==> config.mk <==
export PLATFORM = sky130hd
export DESIGN_NAME = ser_shift_unit
export DESIGN_NICKNAME = d
export VERILOG_FILES = /design/src/rtl/ssu_pkg.sv /design/src/rtl/ssu_route.sv /design/src/rtl/ssu_pinmux.sv /design/src/rtl/ssu_clkgen.sv /design/src/rtl/ssu_shifter.sv /design/src/rtl/ser_shift_unit.sv
export SDC_FILE = /design/constraint.sdc
export NUM_CORES = 1
export LEC_CHECK = 0
export BUFFER_PORTS_ARGS = -buffer_cell sky130_fd_sc_hd__buf_2
export CAP_MARGIN = 20
export CORE_UTILIZATION = 53
export CTS_CLUSTER_SIZE = 10
export DETAILED_ROUTE_END_ITERATION = 7
export PLACE_DENSITY = 0.78
export SYNTH_ARGS = -nofsm -noshare
export SYNTH_HDL_FRONTEND = slang
export SYNTH_HIERARCHICAL = 1
export SYNTH_SLANG_ARGS = --single-unit
==> constraint.sdc <==
create_clock -name clk -period 4.5 [get_ports clk]
set_input_delay 0.675 -clock clk [delete_from_list [all_inputs] [get_ports clk]]
set_output_delay 0.675 -clock clk [all_outputs]
set_load 0.03 [all_outputs]
==> src/rtl/ssu_pkg.sv <==
// Shared types for the serial shifter.
// Assumes: consumers import the package; no state lives here.
package ssu_pkg;

    // How the data pins relate to the shift path.
    typedef enum logic [1:0] {
        LINK_STD   = 2'd0,  // separate pins, roles follow master/slave
        LINK_SHARE = 2'd1,  // both directions on pin O
        LINK_FIXED = 2'd2   // transmit O, receive I in every role
    } link_mode_e;

    // Decoded routing for one configuration.
    typedef struct packed {
        logic tx_act;     // transmit path active
        logic rx_act;     // receive path active (result may be stored)
        logic tx_on_i;    // transmit driven on pin I instead of O
        logic rx_from_o;  // receive taken from pin O instead of I
        logic conflict;   // shared pin asked for both directions
    } route_t;

endpackage

==> src/rtl/ssu_route.sv <==
// Routing decoder: turns the configuration bits into the pin roles
// and the active directions.
// Assumes: configuration is held stable while a frame runs.
module ssu_route
    import ssu_pkg::*;
(
    input  logic   master,
    input  logic   bidir,
    input  logic   fixed,
    input  logic   tx_en,
    input  logic   rx_en,
    output route_t rt
);

    link_mode_e mode;

    // Pick the link mode; fixed routing overrides the shared-pin bit.
    always_comb begin
        if (fixed)      mode = LINK_FIXED;
        else if (bidir) mode = LINK_SHARE;
        else            mode = LINK_STD;
    end

    // Decode pin roles and active directions for the selected mode.
    always_comb begin
        rt.tx_act    = tx_en;
        rt.rx_act    = rx_en;
        rt.tx_on_i   = 1'b0;
        rt.rx_from_o = 1'b0;
        rt.conflict  = 1'b0;
        case (mode)
            LINK_STD: begin
                rt.tx_on_i   = ~master;
                rt.rx_from_o = ~master;
            end
            LINK_SHARE: begin
                rt.rx_from_o = 1'b1;
                rt.rx_act    = rx_en & ~tx_en;
                rt.conflict  = rx_en & tx_en;
            end
            default: begin
                rt.tx_on_i   = 1'b0;
                rt.rx_from_o = 1'b0;
            end
        endcase
    end

endmodule

==> src/rtl/ssu_pinmux.sv <==
// Pin multiplexer: steers the serial output bit to the selected data
// pin with its output enable, and selects the receive input pin.
// Assumes: route information comes from ssu_route.
module ssu_pinmux
    import ssu_pkg::*;
(
    input  route_t rt,
    input  logic   tx_bit,
    input  logic   pin_o_in,
    input  logic   pin_i_in,
    output logic   pin_o_out,
    output logic   pin_o_oe,
    output logic   pin_i_out,
    output logic   pin_i_oe,
    output logic   rx_bit
);

    // Drive only the transmit pin; an unused pin is tri-stated and held low.
    always_comb begin
        pin_o_oe  = rt.tx_act & ~rt.tx_on_i;
        pin_i_oe  = rt.tx_act &  rt.tx_on_i;
        pin_o_out = pin_o_oe & tx_bit;
        pin_i_out = pin_i_oe & tx_bit;
    end

    // Select the pin whose level feeds the receive shift path.
    always_comb begin
        rx_bit = rt.rx_from_o ? pin_o_in : pin_i_in;
    end

endmodule

==> src/rtl/ssu_clkgen.sv <==
// Shift clock source: as master divides the system clock by 2*half_div
// and reports each generated edge; as slave synchronizes the clock pin
// and reports its edges. The clock idles high in both roles.
// Assumes: external clock half-periods exceed SYNC_STAGES+1 system cycles.
module ssu_clkgen #(
    parameter int DIV_W       = 8,
    parameter int SYNC_STAGES = 2
) (
    input  logic             clk,
    input  logic             rst_n,
    input  logic             master,
    input  logic             run,
    input  logic [DIV_W-1:0] half_div,
    input  logic             sck_in,
    output logic             sck_drv,
    output logic             fall_evt,
    output logic             rise_evt
);

    localparam logic [DIV_W-1:0] ONE = DIV_W'(1);

    logic [DIV_W-1:0]       half_eff;
    logic [DIV_W-1:0]       cnt_q;
    logic                   tick_m;
    logic [SYNC_STAGES-1:0] sync_q;
    logic                   sck_sync;
    logic                   prev_q;
    logic                   s_fall;
    logic                   s_rise;

    // Half-period of zero is treated as one cycle.
    assign half_eff = (half_div == '0) ? ONE : half_div;
    assign tick_m   = run & master & (cnt_q == half_eff - ONE);

    // Master divider: count a half-period, then toggle the clock.
    always_ff @(posedge clk) begin
        if (!rst_n) begin
            cnt_q   <= '0;
            sck_drv <= 1'b1;
        end else if (run && master) begin
            if (tick_m) begin
                cnt_q   <= '0;
                sck_drv <= ~sck_drv;
            end else begin
                cnt_q <= cnt_q + ONE;
            end
        end else begin
            cnt_q   <= '0;
            sck_drv <= 1'b1;
        end
    end

    // Synchronizer for the external clock; depth picks the structure.
    generate
        if (SYNC_STAGES == 1) begin : g_sync_one
            always_ff @(posedge clk) begin
                if (!rst_n) sync_q <= '1;
                else        sync_q <= sck_in;
            end
        end else begin : g_sync_chain
            always_ff @(posedge clk) begin
                if (!rst_n) sync_q <= '1;
                else        sync_q <= {sync_q[SYNC_STAGES-2:0], sck_in};
            end
        end
    endgenerate

    assign sck_sync = sync_q[SYNC_STAGES-1];

    // Remember the previous synchronized level for edge detection.
    always_ff @(posedge clk) begin
        if (!rst_n) prev_q <= 1'b1;
        else        prev_q <= sck_sync;
    end

    assign s_fall = prev_q & ~sck_sync;
    assign s_rise = ~prev_q & sck_sync;

    // Report edges from the active clock source while a frame runs.
    always_comb begin
        if (master) begin
            fall_evt = tick_m & sck_drv;
            rise_evt = tick_m & ~sck_drv;
        end else begin
            fall_evt = run & s_fall;
            rise_evt = run & s_rise;
        end
    end

endmodule

==> src/rtl/ssu_shifter.sv <==
// Frame engine: loads the transmit byte at start, presents the MSB,
// shifts the transmit path on falling edges after the first, captures
// the receive path on rising edges, and closes the frame after
// DATA_W rising edges with a one-cycle done pulse.
// Assumes: edge strobes are single-cycle and never coincide.
module ssu_shifter #(
    parameter int DATA_W = 8
) (
    input  logic              clk,
    input  logic              rst_n,
    input  logic              start,
    input  logic              tx_act,
    input  logic              rx_act,
    input  logic              fall_evt,
    input  logic              rise_evt,
    input  logic              rx_bit,
    input  logic [DATA_W-1:0] tx_data,
    output logic              busy,
    output logic              done,
    output logic              tx_bit,
    output logic [DATA_W-1:0] rx_data
);

    localparam int                CNT_W = (DATA_W > 2) ? $clog2(DATA_W) : 1;
    localparam logic [CNT_W-1:0] LAST  = CNT_W'(DATA_W - 1);
    localparam logic [CNT_W-1:0] CONE  = CNT_W'(1);

    logic              first_q;
    logic [CNT_W-1:0]  cnt_q;
    logic [DATA_W-1:0] tx_sr;
    logic [DATA_W-1:0] rx_sr;
    logic [DATA_W-1:0] rx_next;
    logic              accept;
    logic              last_rise;

    assign accept    = start & ~busy & (tx_act | rx_act);
    assign rx_next   = {rx_sr[DATA_W-2:0], rx_bit};
    assign last_rise = busy & rise_evt & (cnt_q == LAST);
    assign tx_bit    = tx_sr[DATA_W-1];

    // Frame control: busy, first-edge marker, bit count and done pulse.
    always_ff @(posedge clk) begin
        if (!rst_n) begin
            busy    <= 1'b0;
            first_q <= 1'b0;
            cnt_q   <= '0;
            done    <= 1'b0;
        end else begin
            done <= 1'b0;
            if (accept) begin
                busy    <= 1'b1;
                first_q <= 1'b1;
                cnt_q   <= '0;
            end else if (busy) begin
                if (fall_evt) first_q <= 1'b0;
                if (rise_evt) begin
                    cnt_q <= cnt_q + CONE;
                    if (cnt_q == LAST) begin
                        busy <= 1'b0;
                        done <= 1'b1;
                    end
                end
            end
        end
    end

    // Transmit path: load at start, shift on every falling edge but the first.
    always_ff @(posedge clk) begin
        if (!rst_n) begin
            tx_sr <= '0;
        end else if (accept) begin
            tx_sr <= tx_data;
        end else if (busy && fall_evt && !first_q) begin
            tx_sr <= {tx_sr[DATA_W-2:0], 1'b0};
        end
    end

    // Receive path: capture on rising edges, publish at the last one.
    always_ff @(posedge clk) begin
        if (!rst_n) begin
            rx_sr   <= '0;
            rx_data <= '0;
        end else begin
            if (busy && rise_evt) rx_sr <= rx_next;
            if (last_rise && rx_act) rx_data <= rx_next;
        end
    end

endmodule

==> src/rtl/ser_shift_unit.sv <==
// Serial shifter top: ties routing decode, pin multiplexer, shift clock
// source and frame engine together. Pins are split into input, output
// and output-enable signals for an external pad ring.
// Assumes: configuration and enables are stable during a frame.
module ser_shift_unit
    import ssu_pkg::*;
#(
    parameter int DATA_W      = 8,
    parameter int DIV_W       = 8,
    parameter int SYNC_STAGES = 2
) (
    input  logic              clk,
    input  logic              rst_n,
    input  logic              cfg_master,
    input  logic              cfg_bidir,
    input  logic              cfg_fixed,
    input  logic              tx_en,
    input  logic              rx_en,
    input  logic [DIV_W-1:0]  div_half,
    input  logic [DATA_W-1:0] tx_data,
    input  logic              start,
    input  logic              sck_in,
    output logic              sck_out,
    output logic              sck_oe,
    input  logic              pin_o_in,
    output logic              pin_o_out,
    output logic              pin_o_oe,
    input  logic              pin_i_in,
    output logic              pin_i_out,
    output logic              pin_i_oe,
    output logic [DATA_W-1:0] rx_data,
    output logic              busy,
    output logic              done,
    output logic              dir_conflict
);

    route_t rt;
    logic   tx_bit;
    logic   rx_bit;
    logic   fall_evt;
    logic   rise_evt;

    ssu_route u_route (
        .master (cfg_master),
        .bidir  (cfg_bidir),
        .fixed  (cfg_fixed),
        .tx_en  (tx_en),
        .rx_en  (rx_en),
        .rt     (rt)
    );

    ssu_pinmux u_pinmux (
        .rt        (rt),
        .tx_bit    (tx_bit),
        .pin_o_in  (pin_o_in),
        .pin_i_in  (pin_i_in),
        .pin_o_out (pin_o_out),
        .pin_o_oe  (pin_o_oe),
        .pin_i_out (pin_i_out),
        .pin_i_oe  (pin_i_oe),
        .rx_bit    (rx_bit)
    );

    ssu_clkgen #(
        .DIV_W       (DIV_W),
        .SYNC_STAGES (SYNC_STAGES)
    ) u_clkgen (
        .clk      (clk),
        .rst_n    (rst_n),
        .master   (cfg_master),
        .run      (busy),
        .half_div (div_half),
        .sck_in   (sck_in),
        .sck_drv  (sck_out),
        .fall_evt (fall_evt),
        .rise_evt (rise_evt)
    );

    ssu_shifter #(
        .DATA_W (DATA_W)
    ) u_shifter (
        .clk      (clk),
        .rst_n    (rst_n),
        .start    (start),
        .tx_act   (rt.tx_act),
        .rx_act   (rt.rx_act),
        .fall_evt (fall_evt),
        .rise_evt (rise_evt),
        .rx_bit   (rx_bit),
        .tx_data  (tx_data),
        .busy     (busy),
        .done     (done),
        .tx_bit   (tx_bit),
        .rx_data  (rx_data)
    );

    // The clock pin drives only in master role.
    assign sck_oe       = cfg_master;
    assign dir_conflict = rt.conflict;

endmodule

After elaboration in Yosys (flattened, before gate mapping)
Cells that the tools add are included.
Word-level totals
  input port bits: 27
  bits in registers: 41
Operators by class
  mux-type cells: 20
  $add $sub $neg: 3
  bitwise operators: 29
  equal/unequal tests: 3
  reduce and logical (&&, ||, !) cells: 17
Operators with widths (number)
  $mux W8: 3
  $and A1 B1 Y1: 18
  $mux W1: 15
  $not A1 Y1: 10
  $add A8 B1 Y8 const B: 1
  $eq A8 B8 Y1: 1
  $logic_not A8 Y1: 1
  $sub A8 B1 Y8 const B: 1
  $reduce_and A2 Y1: 3
  $reduce_bool A2 Y1: 3
  $logic_and A1 B1 Y1: 5
  $reduce_or A4 Y1: 1
  $add A3 B1 Y3 const B: 1
  $eq A3 B3 Y1 const B: 1
  $reduce_or A3 Y1: 1
  $eq A2 B1 Y1 const B: 1
  $logic_not A2 Y1: 1
  $mux W2: 1
  $pmux W1 S2: 1
  $reduce_or A2 Y1: 1
  $logic_not A1 Y1: 1
  $or A1 B1 Y1: 1

Logic depth before layout (Yosys ltp)
Gate-level depths: netlist of run 1.
  word-level depth: 11
  gate-level depth with buffers: 13
  gate-level depth less buffers: 12

Cells and area by module
Netlist of run 1, hierarchy kept.
By module, submodules not included
  ssu_shifter: cells each 125, area each 1149.9 um^2, instances 1
  ssu_clkgen: cells each 78, area each 713.2 um^2, instances 1
  ssu_pinmux: cells each 5, area each 42.5 um^2, instances 1
  ssu_route: cells each 8, area each 42.5 um^2, instances 1
  ser_shift_unit: cells each 1, area each 7.5 um^2, instances 1

Worst setup path after synthesis of run 1
Ideal clock, no wire load.
  kind: input-to-reg
  from: input port div_half[1]
  to: register u_shifter.rx_data[3]
  setup time: 0.129 ns
  slack: 1.073 ns
  required time: 4.371 ns
  stages: 13
  buffers on the path: 1
  arrival time: 3.298 ns
  path through: nor3_1 > a21oi_1 > ha_1 > or3b_2 > a211oi_1 > and3b_1 > nand4_1 > or4_4 > nand2_1 > nand4_1 > clkbuf_1 > nand3_1 > o21ai_0
On the way
  longest elaborated chain between the ends: 10
Ends and longest elaborated chain
  start: declaration: RTL line ser_shift_unit.sv:19  | input logic [DIV_W-1:0] div_half,
  $logic_not A8 Y1: RTL line ssu_clkgen.sv:32  | assign half_eff = (half_div == '0) ? ONE : half_div;
  $mux W8 (*): RTL line ssu_clkgen.sv:32
  $sub A8 B1 Y8 (*): RTL line ssu_clkgen.sv:33  | assign tick_m = run & master & (cnt_q == half_eff - ONE);
  $eq A8 B8 Y1 (*): RTL line ssu_clkgen.sv:33
  $and A1 B1 Y1 (*): RTL line ssu_clkgen.sv:33
  $and A1 B1 Y1 (*): RTL line ssu_clkgen.sv:83  | rise_evt = tick_m & ~sck_drv;
  $mux W1 (*): RTL line ssu_clkgen.sv:81  | if (master) begin
  via rise_evt: RTL line ser_shift_unit.sv:41  | logic rise_evt;
  $and A1 B1 Y1 (*) (2 in series): RTL line ssu_shifter.sv:38  | assign last_rise = busy & rise_evt & (cnt_q == LAST);
  $logic_and A1 B1 Y1 (*): RTL line ssu_shifter.sv:85  | if (last_rise && rx_act) rx_data <= rx_next;
  end signal: assignment: RTL line ssu_shifter.sv:85
  end: declaration: RTL line ssu_shifter.sv:21  | output logic [DATA_W-1:0] rx_data
The timed path passes the listed nets; every way through them passes the cells marked *.
A chain may end at the register's enable or synchronous reset.

Worst setup path in the final report of run 1
  from: input port div_half[2]
  to: register u_shifter.rx_data[0]
Same word-level chain as after synthesis.

==> results of run 1 <==
## Yosys cell counts, types with 2 or more instances
library cell,count,area share (%)
xor2_1,5,2.2
or4_4,2,1.2
nand3b_1,2,0.77
and2_1,3,0.96
and3b_1,2,0.90
buf_4,2,0.77
ha_1,4,2.6
a211oi_1,2,0.77
or2_1,2,0.64
xnor2_1,10,4.5
nor2_1,13,2.5
buf_2,3,0.77
nor3_1,3,0.77
a21boi_0,9,3.5
and3_1,4,1.3
clkbuf_1,2,0.38
o21ai_0,9,2.3
nand3_1,13,3.3
inv_1,4,0.77
nand4_1,2,0.64
o21a_1,7,2.7
o221a_1,7,4.0
nand2_1,37,7.1
nand2b_1,3,0.96
a21oi_1,5,1.3
dfxtp_1,41,42
buf_6,2,1.2
nor2b_1,3,0.96
## cell type report
type | instances | area, µm² | area share [%]
clock buffer | 7 | 86.3 | 3.78
inverter | 4 | 15.0 | 0.658
clock inverter | 1 | 30.0 | 1.32
sequential | 41 | 821 | 36.0
tap | 46 | 57.6 | 2.52
multi-input combinational | 162 | 1060 | 46.3
timing repair buffer | 43 | 215 | 9.43
## logic make-up (layout without fill, tap and decap cells)
logic type	count (synthesis)	in the layout	synth area share (%)
and+or+nand+nor	94	94	24.8
adders and majority gates	4	4	2.56
xor gates and xnor gates	15	15	6.72
AOI/OAI and AO/OA	47	47	18.6
muxes	2	2	1.28
buffers and inverters	14	55	4.03
DFF	41	41	42.0
## sequential cells by signal, indices dropped and copies added, names as in the netlist
signal and flops:
u_clkgen/sync_q 2, u_clkgen/sck_drv 1, u_shifter/first_q 1, u_shifter/done 1, u_shifter/tx_sr 8, u_clkgen/prev_q 1
u_shifter/rx_sr 7, u_shifter/busy 1, u_shifter/rx_data 8, u_clkgen/cnt_q 8, u_shifter/cnt_q 3
## metal layers
metal,wire length (µm),vias up,global-route usage (%)
met5,0,-,0
met3,216,6,5.66
li1,-,844,-
met4,67,0,9.01
met1,1770,752,26.9
met2,1680,44,32.2
## worst max path at each step
stage,from,to,cells past startpoint
after floorplan,div_half[1],u_shifter/rx_data[3],13
after global placement,div_half[3],u_shifter/rx_data[4],13
after detailed placement,div_half[3],u_shifter/rx_data[5],13
after CTS,div_half[2],u_shifter/rx_data[0],13
after global routing,div_half[3],u_shifter/rx_data[4],13
final,div_half[2],u_shifter/rx_data[0],13
## power groups by stage
stage / logic [mW] / clock network, mW / registers [mW]
5_1_grt: 0.0787 / 0.324 / 0.379
6_report: 0.0716 / 0.299 / 0.378
2_1_floorplan: 0.0504 / 0 / 0.386
3_3_place_gp: 0.0701 / 0 / 0.387
4_1_cts: 0.0718 / 0.308 / 0.378
3_5_place_dp: 0.0713 / 0 / 0.387
## per-stage QoR
| stage | area [µm²] | utilization, % | hold WS [ps] |
|---|---|---|---|
| 2_1_floorplan | 1960 | - | 386 |
| 3_3_place_gp | 2160 | 62.9 | 393 |
| 3_5_place_dp | 2160 | 62.9 | 395 |
| 4_1_cts | 2280 | 66.3 | 413 |
| 5_1_grt | 2280 | 66.3 | 443 |
| 6_report | 2280 | 66.3 | 407 |
## worst max-delay path: stages
cell,delay [ps]
buf_2,130
nor4_2,80
a21oi_1,220
ha_1,280
or3b_2,460
a211oi_1,240
and3b_1,180
nand4_1,190
or4_4,470
nand2_1,120
nand4_1,450
nand3_1,270
o21ai_0,120
==> summary.txt, run 1 <==
Outcome
  – Status: finished, final reports clean

Logic synthesis
  – Post-synth EDFFs: 0
  – Syn. warnings: 6
  – #FFs+latches synth: 41
  – Cell Area, Synth: 1960 µm²
  – Average cell area after synthesis: 9.01 µm²
  – Seq/Total Area, Yosys: 42.0%
  – Netlist cell types: 44
  – Synthesized Nets: 248
  – Gate Count Post-Synth: 217
  – Post-synth ARST share: 0%
  – Ys flop type: dfxtp_1

Power
  – PwrDens: 329 nW/µm²
  – Peak supply drop: 225 µV
  – Logic gate share of total power: 9.6%
  – Clock power frac: 39.9%
  – Static leakage: 0.920 nW
  – Sequential share of power: 50.5%
  – Psw: 0.165 mW
  – Pint: 0.585 mW
  – Final Power: 0.749 mW
  – Sw frac: 22.0%

Timing
  – Ratio of final minimum period to clock period: 83.3%
  – Max Clk Rate: 267 MHz
  – Final hold violation count: 0
  – Max Slew Vio Count: 0
  – Post-route minimum period: 3750 ps
  – Unrepaired setup endpoints after global routing: false
  – Fin worst setup slack: 750 ps
  – Setup violators final: 0
  – Slew HR: 59.5%
  – Least-Margin Pin Slew: 608 ps
  – Worst Skew: 3.24 ps
  – Final setup TNS: 0 ps

Clocking
  – Clock tree buffer depth: 2
  – Clock transition at path regs: 70 ps
  – H-tree depth: 2
  – Clk_lat worst skew: 280 ps
  – Clock tree sinks: 41
  – Post-cts resize count: 0
  – Root Buffer: clkbuf_8
  – Postcts setup bufs: 0
  – CTS buffer count: 5
  – CTS tree: built
  – Post-CTS Hold Buffers: 0

Flow run
  – Maxcap violations: 0

GRT
  – Congestion Overflow GR: 0
  – Initial antenna violation count: 0
  – Gr usage total: 20.8%
  – Vias in the first global route: 1487
  – First-pass GRT wire length: 6470 µm
  – Largest net degree at the start of global routing: 41

Detailed routing
  – DR vias/cell: 5.41
  – Routed length per instance: 12.3 µm
  – DRC errors left: 0
  – First drt pass iteration count: 4
  – Routed WL: 3730 µm
  – DRT iter0 DRCs: 96
  – Detail Route Antenna Nets: 0
  – DR vias: 1646

Worst setup path
  – R2R Path End: u_shifter/rx_data[0]
  – Worst path required time: 4640 ps
  – Worst-path maximum fanout: 16
  – Worst setup SP type: input port
  – Setup crit end kind: flip-flop
  – Reg2Reg Setup Slack: 1720 ps
  – Reg2reg start: u_shifter/busy
  – R2r worst-path depth: 9
  – WP data arrival: 3890 ps
  – Worst Setup Path Type: input port to flip-flop

Final layout
  – Commonest non-fill, non-tap cell in the layout: buf_2
  – Fillers: 303
  – Share of layout cells above drive strength 1: 22.9%
  – Most frequent cells in the layout: 43 x buf_2, 41 x dfxtp_1, 37 x nand2_1
  – Layout Cells excl Fill: 304
  – Diodes inserted: 0
  – Fin nets: 288
  – Area grow syn2layout: 16.6%

Floorplan
  – CORE AREA: 3440 µm²
  – Die Y: 62.7 µm
  – Chip width: 62.7 µm
  – Initial Utilization: 56.8%
  – Die area: 3940 µm²
  – Row count: 21
  – I/O pin count: 44

Placed design
  – Detail Placement HPWL: 2710 µm
  – Port bufs: 43
  – Worst slack at placement: 506 ps
  – Placed cells: 296
  – RePlAce Congestion: 0.923

Worst hold path
  – WHS Endpoint: u_clkgen/sync_q[1]
  – Min-delay src: u_clkgen/sync_q[0]
  – Worst hold path type: flip-flop to flip-flop
  – Hold path cells: 1
(Power assumes the default switching activity.)
==> run 2, diff against run 1 <==
clock period = 3.9 ns   (was 4.5 ns; I/O delays follow)
==> run 2 against run 1 <==
  * Non-clock buffer count grew 1
  * Sequential share of layout area grew 0.44 points
  * Clock power shrank 13%
  * Cell area shrank 1.2%
  * Register-to-register slack lost 390 ps
  * Final cell count is the same
  * First-iteration DRC count shrank 5.2%
  * Critical endpoint is now u_shifter/cnt_q[0]
  * Highest routed layer unchanged
==> summary.txt, run 2 (synthesis gave the netlist of run 1 again) <==
Outcome
  – Status: finished, final reports clean (unchanged)

Floorplan
  – Die Y: 62.7 µm (unchanged)
  – Initial Utilization: 56.8% (unchanged)
  – I/O pin count: 44 (unchanged)
  – Chip width: 62.7 µm (unchanged)
  – Die area: 3940 µm² (unchanged)
  – CORE AREA: 3440 µm² (unchanged)
  – Row count: 21 (unchanged)

Detailed routing
  – DRT iter0 DRCs: 91 (was 96)
  – Detail Route Antenna Nets: 0 (unchanged)
  – DR vias/cell: 5.32 (was 5.41)
  – First drt pass iteration count: 4 (unchanged)
  – Routed length per instance: 12.1 µm (was 12.3 µm)
  – DRC errors left: 0 (unchanged)
  – DR vias: 1617 (was 1646)
  – Routed WL: 3690 µm (was 3730 µm)

Timing
  – Final setup TNS: 0 ps (unchanged)
  – Slew HR: 57.7% (was 59.5%)
  – Max Slew Vio Count: 0 (unchanged)
  – Ratio of final minimum period to clock period: 87.5%
  – Final hold slack: 421 ps (was 407 ps)
  – Least-Margin Pin Slew: 634 ps (was 608 ps)
  – Worst Skew: 11.8 ps (was 3.24 ps)
  – Setup violators final: 0 (unchanged)
  – Post-route minimum period: 3410 ps
  – Unrepaired setup endpoints after global routing: false (unchanged)
  – Final hold violation count: 0 (unchanged)
  – Max Clk Rate: 293 MHz

Final layout
  – Area grow syn2layout: 15.2% (was 16.6%)
  – Fin util: 65.5% (was 66.3%)
  – Register area: 821 µm² (unchanged)
  – Commonest non-fill, non-tap cell in the layout: buf_2 (unchanged)
  – Most frequent cells in the layout: 43 x buf_2, 41 x dfxtp_1, 37 x nand2_1 (unchanged)
  – Share of layout cells above drive strength 1: 22.9% (unchanged)
  – Fin area: 2250 µm² (was 2280 µm²)
  – Top flop regs: u_clkgen/cnt_q: 8 flops, u_shifter/rx_data: 8 flops, u_shifter/tx_sr: 8 flops (unchanged)
  – Fillers: 302 (was 303)
  – Multi-input gate area: 1060 µm² (unchanged)
  – Diodes inserted: 0 (unchanged)
  – Fin nets: 289 (was 288)

GRT
  – Gr usage total: 20.6% (was 20.8%)
  – Vias in the first global route: 1403 (was 1487)
  – Congestion Overflow GR: 0 (unchanged)
  – Largest net degree at the start of global routing: 41 (unchanged)
  – First-pass GRT wire length: 6400 µm (was 6470 µm)
  – Initial antenna violation count: 0 (unchanged)

Clocking
  – Clock tree buffer depth: 2 (unchanged)
  – Clk_lat worst skew: 290 ps (was 280 ps)
  – Post-CTS Hold Buffers: 0 (unchanged)
  – H-tree depth: 2 (unchanged)
  – Clock transition at path regs: 80 ps (was 70 ps)
  – Root Buffer: clkbuf_8 (unchanged)
  – CTS tree: built (unchanged)
  – Clock tree sinks: 41 (unchanged)
  – Postcts setup bufs: 0 (unchanged)
  – Post-cts resize count: 0 (unchanged)
  – CTS buffer count: 5 (unchanged)

Power
  – Psw: 0.190 mW (was 0.165 mW)
  – Static leakage: 0.907 nW (was 0.920 nW)
  – Sequential share of power: 56.0% (was 50.5%)
  – Clock power frac: 33.4% (was 39.9%)
  – Sw frac: 24.4% (was 22.0%)
  – Pint: 0.590 mW (was 0.585 mW)
  – Logic gate share of total power: 10.6% (was 9.6%)
  – Peak supply drop: 288 µV (was 225 µV)
  – PwrDens: 346 nW/µm² (was 329 nW/µm²)

Worst setup path
  – Critical Path, Cell by Cell: buf_2 -> nor4_2 -> a21oi_1 -> ha_1 -> or3b_2 -> a211oi_1 -> and3b_1 -> nand4_1 -> or4_4 -> nand2_1 -> and2_1 -> xnor2_1 -> nor2_1 (was buf_2 -> nor4_2 -> a21oi_1 -> ha_1 -> or3b_2 -> a211oi_1 -> and3b_1 -> nand4_1 -> or4_4 -> nand2_1 -> nand4_1 -> nand3_1 -> o21ai_0)
  – Setup crit end kind: flip-flop (unchanged)
  – Worst-path maximum fanout: 11 (was 16)
  – Worst Setup Path Type: input port to flip-flop (unchanged)
  – Worst path required time: 4060 ps (was 4640 ps)
  – Max stage delay on crit path: 490 ps (was 470 ps)
  – WP data arrival: 3570 ps (was 3890 ps)
  – Slowest stage cell on the critical path: or4_4 (unchanged)
  – Worst setup SP type: input port (unchanged)

Flow run
  – Maxcap violations: 0 (unchanged)

Placed design
  – Port bufs: 43 (unchanged)
  – Detail Placement HPWL: 2670 µm (was 2710 µm)
  – RePlAce Congestion: 0.870 (was 0.923)
  – Placed cell areas: 2170 µm² (was 2160 µm²)

Worst hold path
  – Worst hold path type: flip-flop to flip-flop (unchanged)
-- run 2: final cells by class --
class | count | area share (%)
flip-flops and latches | 41 | 36.4
inverters | 4 | 0.666
clock inverters | 1 | 0.389
repair buffers | 44 | 9.88
clock buffers | 6 | 3.22
multi-input cells | 162 | 46.9
well taps | 46 | 2.55
-- run 2: critical path: cells and delay by family --
family / cells / cell delay, ps
xor+xnor: 1 / 160
fa+ha+maj: 1 / 260
simple gates: 8 / 1980
compound gates: 2 / 450
buf+inv: 1 / 140
-- run 2: per-stage QoR --
stage                     total power, mW  worst slack [ps]  cells
after detailed placement            0.529               222    297
after global placement              0.527               261    297
after global routing                0.812               241    304
final                               0.780               486    304
after CTS                           0.785               498    304
after floorplan                     0.503               563    217
-- run 2: layer usage --
layer | track usage, % | part of all wire (%) | vias up | wire length [µm]
li1 | - | - | 844 | -
met1 | 27.8 | 51 | 728 | 1880
met2 | 31.1 | 42 | 40 | 1560
met3 | 5.47 | 5.7 | 5 | 210
met4 | 7.85 | 1.1 | 0 | 41
met5 | 0 | 0 | - | 0
-- run 2: final timing paths --
kind                 startpoint  cells after the start  slack (ps)                  to
max                 div_half[2]                     13         490  u_shifter/cnt_q[0]
min          u_clkgen/sync_q[0]                      1         420  u_clkgen/sync_q[1]
max reg2reg      u_shifter/busy                      9        1330  u_shifter/cnt_q[0]
min reg2reg  u_clkgen/sync_q[0]                      1         420  u_clkgen/sync_q[1]
-- run 2: power by group through the flow --
stage               Clock, mW  Combinational (mW)  Sequential (mW)
global route            0.283              0.0912            0.438
global placement            0              0.0813            0.446
finish                  0.260              0.0828            0.437
detailed placement          0              0.0825            0.447
floorplan                   0              0.0581            0.445
CTS                     0.265              0.0829            0.437
